--- src/rtl/sar_seq_pkg.sv ---
package sar_seq_pkg;

  typedef enum logic {
    PH_EDGE = 1'b0,
    PH_HOLD = 1'b1
  } phase_e;

  // Number of bits converted for a given resolution select and full width.
  function automatic int unsigned res_width(input logic [2:0] sel, input int unsigned w);
    case (sel)
      3'd1:    return w - 1;
      3'd2:    return w - 2;
      3'd3:    return w - 3;
      3'd4:    return w - 4;
      3'd5:    return w - 6;
      3'd6:    return w - 8;
      default: return w;
    endcase
  endfunction

endpackage

--- src/rtl/sar_start_detect.sv ---
module sar_start_detect (
  input  logic clk,
  input  logic rst_n,
  input  logic conv_start,
  input  logic busy,
  output logic start_fall,
  output logic launch
);

  logic start_q;

  always_ff @(posedge clk or negedge rst_n) begin
    if (!rst_n) start_q <= 1'b0;
    else        start_q <= conv_start;
  end

  assign start_fall = start_q & ~conv_start;
  assign launch     = start_fall & ~busy;

endmodule

--- src/rtl/sar_step_timer.sv ---
module sar_step_timer
  import sar_seq_pkg::*;
#(
  parameter int unsigned W  = 16,
  parameter int unsigned SW = $clog2(W + 1)
) (
  input  logic          clk,
  input  logic          rst_n,
  input  logic          launch,
  input  logic [2:0]    res_sel,
  output logic          status,
  output logic          bit_clk,
  output logic          tick,
  output logic          last,
  output logic [SW-1:0] step,
  output logic [SW-1:0] nbits
);

  phase_e        phase_q;
  logic          status_q;
  logic          bit_clk_q;
  logic [SW-1:0] step_q;
  logic [SW-1:0] nbits_q;

  assign tick = status_q & (phase_q == PH_EDGE);
  assign last = status_q & (phase_q == PH_HOLD) & (step_q == nbits_q);

  always_ff @(posedge clk or negedge rst_n) begin
    if (!rst_n) begin
      status_q  <= 1'b0;
      bit_clk_q <= 1'b0;
      phase_q   <= PH_EDGE;
      step_q    <= '0;
      nbits_q   <= SW'(W);
    end else if (launch) begin
      status_q  <= 1'b1;
      bit_clk_q <= 1'b0;
      phase_q   <= PH_EDGE;
      step_q    <= '0;
      nbits_q   <= SW'(res_width(res_sel, W));
    end else if (status_q) begin
      bit_clk_q <= tick;
      phase_q   <= (phase_q == PH_EDGE) ? PH_HOLD : PH_EDGE;
      if (phase_q == PH_HOLD) begin
        if (step_q == nbits_q) status_q <= 1'b0;
        else                   step_q   <= step_q + 1'b1;
      end
    end
  end

  assign status  = status_q;
  assign bit_clk = bit_clk_q;
  assign step    = step_q;
  assign nbits   = nbits_q;

endmodule

--- src/rtl/sar_bit_reg.sv ---
module sar_bit_reg #(
  parameter int unsigned W  = 16,
  parameter int unsigned SW = $clog2(W + 1)
) (
  input  logic          clk,
  input  logic          rst_n,
  input  logic          launch,
  input  logic          tick,
  input  logic          comp_keep,
  input  logic [SW-1:0] step,
  input  logic [SW-1:0] nbits,
  output logic [W-1:0]  data_n
);

  for (genvar i = 0; i < W; i++) begin : g_bit
    localparam int unsigned BITNUM = W - i;  // 1 = MSB
    logic trial_hit;
    logic dec_hit;
    logic q;

    assign trial_hit = tick && (step == SW'(BITNUM - 1)) && (step < nbits);
    assign dec_hit   = tick && (step == SW'(BITNUM));

    always_ff @(posedge clk or negedge rst_n) begin
      if (!rst_n)         q <= 1'b1;
      else if (launch)    q <= 1'b1;
      else if (trial_hit) q <= 1'b0;
      else if (dec_hit)   q <= ~comp_keep;
    end

    assign data_n[i] = q;
  end

endmodule

--- src/rtl/sar_seq.sv ---
module sar_seq #(
  parameter int unsigned W = 16
) (
  input  logic         clk,
  input  logic         rst_n,
  input  logic         conv_start,
  input  logic [2:0]   res_sel,
  input  logic         comp_keep,
  output logic         status,
  output logic         bit_clk,
  output logic [W-1:0] data_n,
  output logic [W-1:0] data_ctc
);

  localparam int unsigned SW = $clog2(W + 1);

  logic          start_fall_w;
  logic          launch_w;
  logic          tick_w;
  logic          last_w;
  logic [SW-1:0] step_w;
  logic [SW-1:0] nbits_w;

  sar_start_detect u_start (
    .clk       (clk),
    .rst_n     (rst_n),
    .conv_start(conv_start),
    .busy      (status),
    .start_fall(start_fall_w),
    .launch    (launch_w)
  );

  sar_step_timer #(.W(W), .SW(SW)) u_timer (
    .clk    (clk),
    .rst_n  (rst_n),
    .launch (launch_w),
    .res_sel(res_sel),
    .status (status),
    .bit_clk(bit_clk),
    .tick   (tick_w),
    .last   (last_w),
    .step   (step_w),
    .nbits  (nbits_w)
  );

  sar_bit_reg #(.W(W), .SW(SW)) u_bits (
    .clk      (clk),
    .rst_n    (rst_n),
    .launch   (launch_w),
    .tick     (tick_w),
    .comp_keep(comp_keep),
    .step     (step_w),
    .nbits    (nbits_w),
    .data_n   (data_n)
  );

  assign data_ctc = {~data_n[W-1], data_n[W-2:0]};

endmodule

--- config.mk ---
export PLATFORM = sky130hd
export DESIGN_NAME = sar_seq
export DESIGN_NICKNAME = d
export VERILOG_FILES = /design/src/rtl/sar_seq_pkg.sv /design/src/rtl/sar_start_detect.sv /design/src/rtl/sar_step_timer.sv /design/src/rtl/sar_bit_reg.sv /design/src/rtl/sar_seq.sv
export SDC_FILE = /design/constraint.sdc
export NUM_CORES = 1
export LEC_CHECK = 0
export BUFFER_PORTS_ARGS = -buffer_cell sky130_fd_sc_hd__buf_2
export CAP_MARGIN = 30
export CORE_UTILIZATION = 55
export CTS_BUF_LIST = sky130_fd_sc_hd__clkbuf_16
export CTS_CLUSTER_DIAMETER = 120
export DETAILED_ROUTE_END_ITERATION = 7
export GPL_TIMING_DRIVEN = 0
export PLACE_DENSITY = 0.79
export SYNTH_ARGS = -nofsm -noshare
export SYNTH_HDL_FRONTEND = slang
export SYNTH_HIERARCHICAL = 1
export SYNTH_SLANG_ARGS = --single-unit
export TNS_END_PERCENT = 100
--- constraint.sdc ---
create_clock -name clk -period 2.4 [get_ports clk]
set_input_delay 0.36 -clock clk [delete_from_list [all_inputs] [get_ports clk]]
set_output_delay 0.36 -clock clk [all_outputs]
set_load 0.02 [all_outputs]
* Word level (Yosys, flattened, before mapping) *
Cells that the tools add are included.

word-level totals
  input port bits = 7
  output and inout bits = 34
  word-level logic and storage cells = 171
  bits in registers = 30

operators by class
  equal/unequal tests = 24
  magnitude comparators = 1
  mux-type cells = 62
  add/subtract/negate cells = 1
  reduce and logical (&&, ||, !) cells = 53
  bitwise gates (word level) = 8

operators with widths
  kind                   number
  $mux W1                57
  $reduce_bool A3 Y1     16
  $eq A5 B4 Y1 const B   8
  $logic_and A1 B1 Y1    33
  $pmux W5 S6            1
  $eq A5 B3 Y1 const B   4
  $mux W5                4
  $eq A5 B2 Y1 const B   2
  $eq A3 B3 Y1 const B   3
  $eq A3 B2 Y1 const B   2
  $add A5 B1 Y5 const B  1
  $eq A5 B1 Y1 const B   1
  $eq A5 B5 Y1           1
  $eq A5 B5 Y1 const B   1
  $logic_not A5 Y1       1
  $lt A5 B5 Y1           1
  $not A1 Y1             5
  $reduce_bool A2 Y1     2
  $and A1 B1 Y1          3
  $eq A3 B1 Y1 const B   1
  $reduce_and A3 Y1      1
  $ne A2 B2 Y1 const B   1

* Logic depth before layout (Yosys ltp) *
  depth in word-level cells = 6
  depth in mapped cells = 7
  depth with buffers taken out = 6

* Modules after synthesis *
The synthesis kept the hierarchy.

modules (own cells, without submodules)
  module            sequential area each (µm²)  cells an instance  instances  area an instance (µm²)
  sar_bit_reg       420.4                       133                1          1229.9
  sar_step_timer    326.6                       74                 1          733.2
  sar_seq           0.0                         16                 1          116.4
  sar_start_detect  25.0                        3                  1          43.8

* Least setup slack after synthesis *
OpenSTA, ideal clock, no wires.

  path type = register -> register
  from = register u_timer.status_q, in the netlist u_timer/status
  to = register u_bits.g_bit[13].q
  arrival time = 1.706 ns
  period minus slack after synthesis = 1.800 ns
  required time = 2.306 ns
  buffers on the path = 0
  stages on the path, launching flop included = 6
  slack = 0.600 ns
  library setup time = 0.094 ns
  path through = dfrtp_1 > nor2b_1 > nor4b_4 > a21oi_1 > a41oi_1 > o311ai_1

on the way
  longest elaborated chain between the ends = 5
  elaborated cells on any way between the ends = 9
  those cells by class = mux: 2; bitwise: 3; reduce/logical: 4

ends and longest elaborated chain
  what                              line                  source
  from (decl)                       sar_step_timer.sv:20  logic status_q;
  from (signal assigned)            sar_step_timer.sv:30  status_q <= 1'b0;
  from (signal assigned)            sar_step_timer.sv:36  status_q <= 1'b1;
  from (signal assigned)            sar_step_timer.sv:45  if (step_q == nbits_q) status_q <= 1'b0;
  $and A1 B1 Y1 (*)                 sar_step_timer.sv:25  assign tick = status_q & (phase_q == PH_EDGE);
  via tick_w                        sar_seq.sv:19         logic tick_w;
  $logic_and A1 B1 Y1 (2 in a row)  sar_bit_reg.sv:21     assign trial_hit = tick && (step == SW'(BITNUM - 1)) && (step < nbits);
  $mux W1                           sar_bit_reg.sv:27     else if (trial_hit) q <= 1'b0;
  $mux W1                           sar_bit_reg.sv:26     else if (launch) q <= 1'b1;
  to (signal assigned)              sar_bit_reg.sv:28     else if (dec_hit) q <= ~comp_keep;
  to (decl)                         sar_bit_reg.sv:19     logic q;

Mark *: on every way through the listed nets, which the timed path passes. The rest lies on a longest branch.
A chain may end at the register's enable or synchronous reset.

* Worst setup path in the final report *
  from = register u_timer.step_q[2], in the netlist u_timer/step[2]
  to = register u_bits.g_bit[14].q

on the way
  longest elaborated chain between the ends = 5
  elaborated cells on any way between the ends = 9
  those cells by class = order compare: 1; eq/ne: 2; mux: 2; reduce/logical: 4

ends and longest elaborated chain
  what                                                  line                  source
  from (decl)                                           sar_step_timer.sv:22  logic [SW-1:0] step_q;
  from (signal assigned)                                sar_step_timer.sv:46  else step_q <= step_q + 1'b1;
  branches (longest 5 deep; another with $lt A5 B5 Y1)  n/a
  to (signal assigned)                                  sar_bit_reg.sv:28
  to (decl)                                             sar_bit_reg.sv:19

Several ways; the timed one is not identified.

==> metrics.yaml <==
area_growth_pct: 18.8
slowest_delay_ns: 0.62
cpLargestDelayFamily: "compound AO/OA/AOI/OAI gates"
placed_area_um2: 2370
diodes: 0
worst_pin_slew_ns: 0.637
totalNegativeSetupSlack_ns: 0
synth_warnings: 6
overflow: 0
pre_cts_slack_ns: 0.384
worst_slack_ns: 0.310
crit_path_cell_trace: "ha_1 -> a21oi_1 -> o21ai_1 -> buf_2 -> a211oi_1 -> o211ai_1"
status: "finished, final reports clean"
timing.fmax_mhz: 478
num_vias: 1756
cts_resized: 0
path_clk_slew_ns: 0.05
rows: 22
grt_pass1_wl_um: 7270
grt_max_degree: 31
port_buffers: 40
wl_met1_um: 1880
min_period_over_period_pct: 87.1
gr-usage-all-layers_pct: 23.2
clock_sinks: 30
route.detailed.drc: 0
cts-root-buf: "clkbuf_16"
power_density_nw_per_um2: 1480
dr_wl_met3_um: 175
crit_type: "flip-flop to flip-flop"
startpoint_type: "flip-flop"
htree_levels: 2
drv_slew: 0
final_net_count: 283
fin_worst_skew_ns: 0.00435
critPathRequiredTime_ns: 2.58
finalNonFillerCells: 320
drt-pass1-iter-count: 4
dpl.cell_count: 312
syn-num-nets: 236
hold_ws_ns: 0.108
hold_path_class: "primary input to async pin"
drv_cap: 0
clk_path_buf_depth: 2
cp_max_fo: 14
cp_num_buf_inv: 1
cts_setup_buffers: 0
leakage_nw: 1.14
final_layout_size_suffix_gt1_share_pct: 39.7
finalSetupViolations: 0
viasPerCell: 5.49
arrival_ns: 2.27
met2_length_um: 2080
design_area_um2: 2510
hold_viol_final: 0
routed_wl_um: 4210
top_layer: "met4"
layout_min_cycle_time_ns: 2.09
gp_congestion: 0.838
slowest_stage: "dfrtp_1"
cts_tree: "yes"
clk_latency_ns: 0.27
syn_area_um2: 2110
fp.dieArea_um2: 4090
core_area_um2: 3660
syn_avg_cell_area_um2: 9.43
num_io_pins: 41
vdd_drop_max_mv: 0.847
syn_inst: 224
dp_hpwl_um: 2860
drt_iter0_drc: 46
antenna_left: 0
cts_hold_buf: 0
cts_inserted_buffers: 5
maxSlewHeadroom_pct: 57.6
grt_pass1_vias: 1667
utilization_pct: 68.6
die_w_um: 64.0
cp-end-kind: "flip-flop"
die_h_um: 64.0
power.total_mw: 3.71
antenna_found_initial: 0
rsz0062_at_grt: "false"
initial_utilization_pct: 57.7
post_drt_wl_per_cell_um: 13.2
[area by class of cell]
class | count | area [µm²]
repair buffers | 40 | 200
inverters | 13 | 48.8
well taps | 48 | 60.1
clock inverters | 3 | 11.3
multi-input cells | 143 | 1020
flip-flops and latches | 30 | 772
plain buffers | 38 | 272
fillers | 279 | 1150
clock buffers | 5 | 125
[power breakdown]
group,internal [mW],switching [mW]
Clock,0.370,0.196
Combinational,0.918,1.19
Sequential,0.790,0.243
Total,2.08,1.63
[worst reg2reg max path: stages, from the launching register on]
cell and delay, ns:
dfrtp_1 0.62, ha_1 0.34, a21oi_1 0.14, o21ai_1 0.12
buf_2 0.21, a211oi_1 0.41, o211ai_1 0.16
[flip-flops by register name (all words and copies together) (netlist names)]
register         flops
u_timer/status       1
u_timer/step         5
u_timer/bit_clk      1
u_start/start_q      1
u_bits/g_bit.q      16
u_timer/nbits        5
u_timer/phase_q      1
[layer usage]
layer / global-route usage (%) / vias up
met5: 0 / -
met1: 28.8 / 823
met4: 9.94 / 0
met2: 38.0 / 54
li1: - / 870
met3: 5.54 / 9
[layout by cell type, fill, tap and decap left out, types with 3 or more instances in the layout]
cell type and instances:
nor2b_1 5, a211oi_1 9, xor2_1 5, clkbuf_16 5, nor3_1 3, nand3_1 4, inv_1 16, nand2_1 8
o21ai_0 4, a21oi_1 16, dfrtp_1 13, mux2i_1 9, a22oi_1 4, buf_2 44, ha_1 5, dfstp_2 17
buf_4 31, o21ai_1 12, nand4_1 4, nand2b_1 4, nor2_1 14
[path summary, 6_finish.rpt]
check / slack [ns] / from / endpoint / depth (start not counted)
min in group clk: 0.22 / conv_start / u_start/start_q / 1
worst max register to register: 0.31 / u_timer/step[2] / u_bits/g_bit[14].q / 6
worst min register to register: 0.50 / u_bits/g_bit[14].q / u_bits/g_bit[14].q / 2
worst min-delay path: 0.11 / rst_n / u_start/start_q / 1
max in group asynchronous: 1.87 / rst_n / u_timer/nbits[1] / 1
worst max-delay path: 0.31 / u_timer/step[2] / u_bits/g_bit[14].q / 6
No activity file was read; power rests on OpenSTA's default activity.
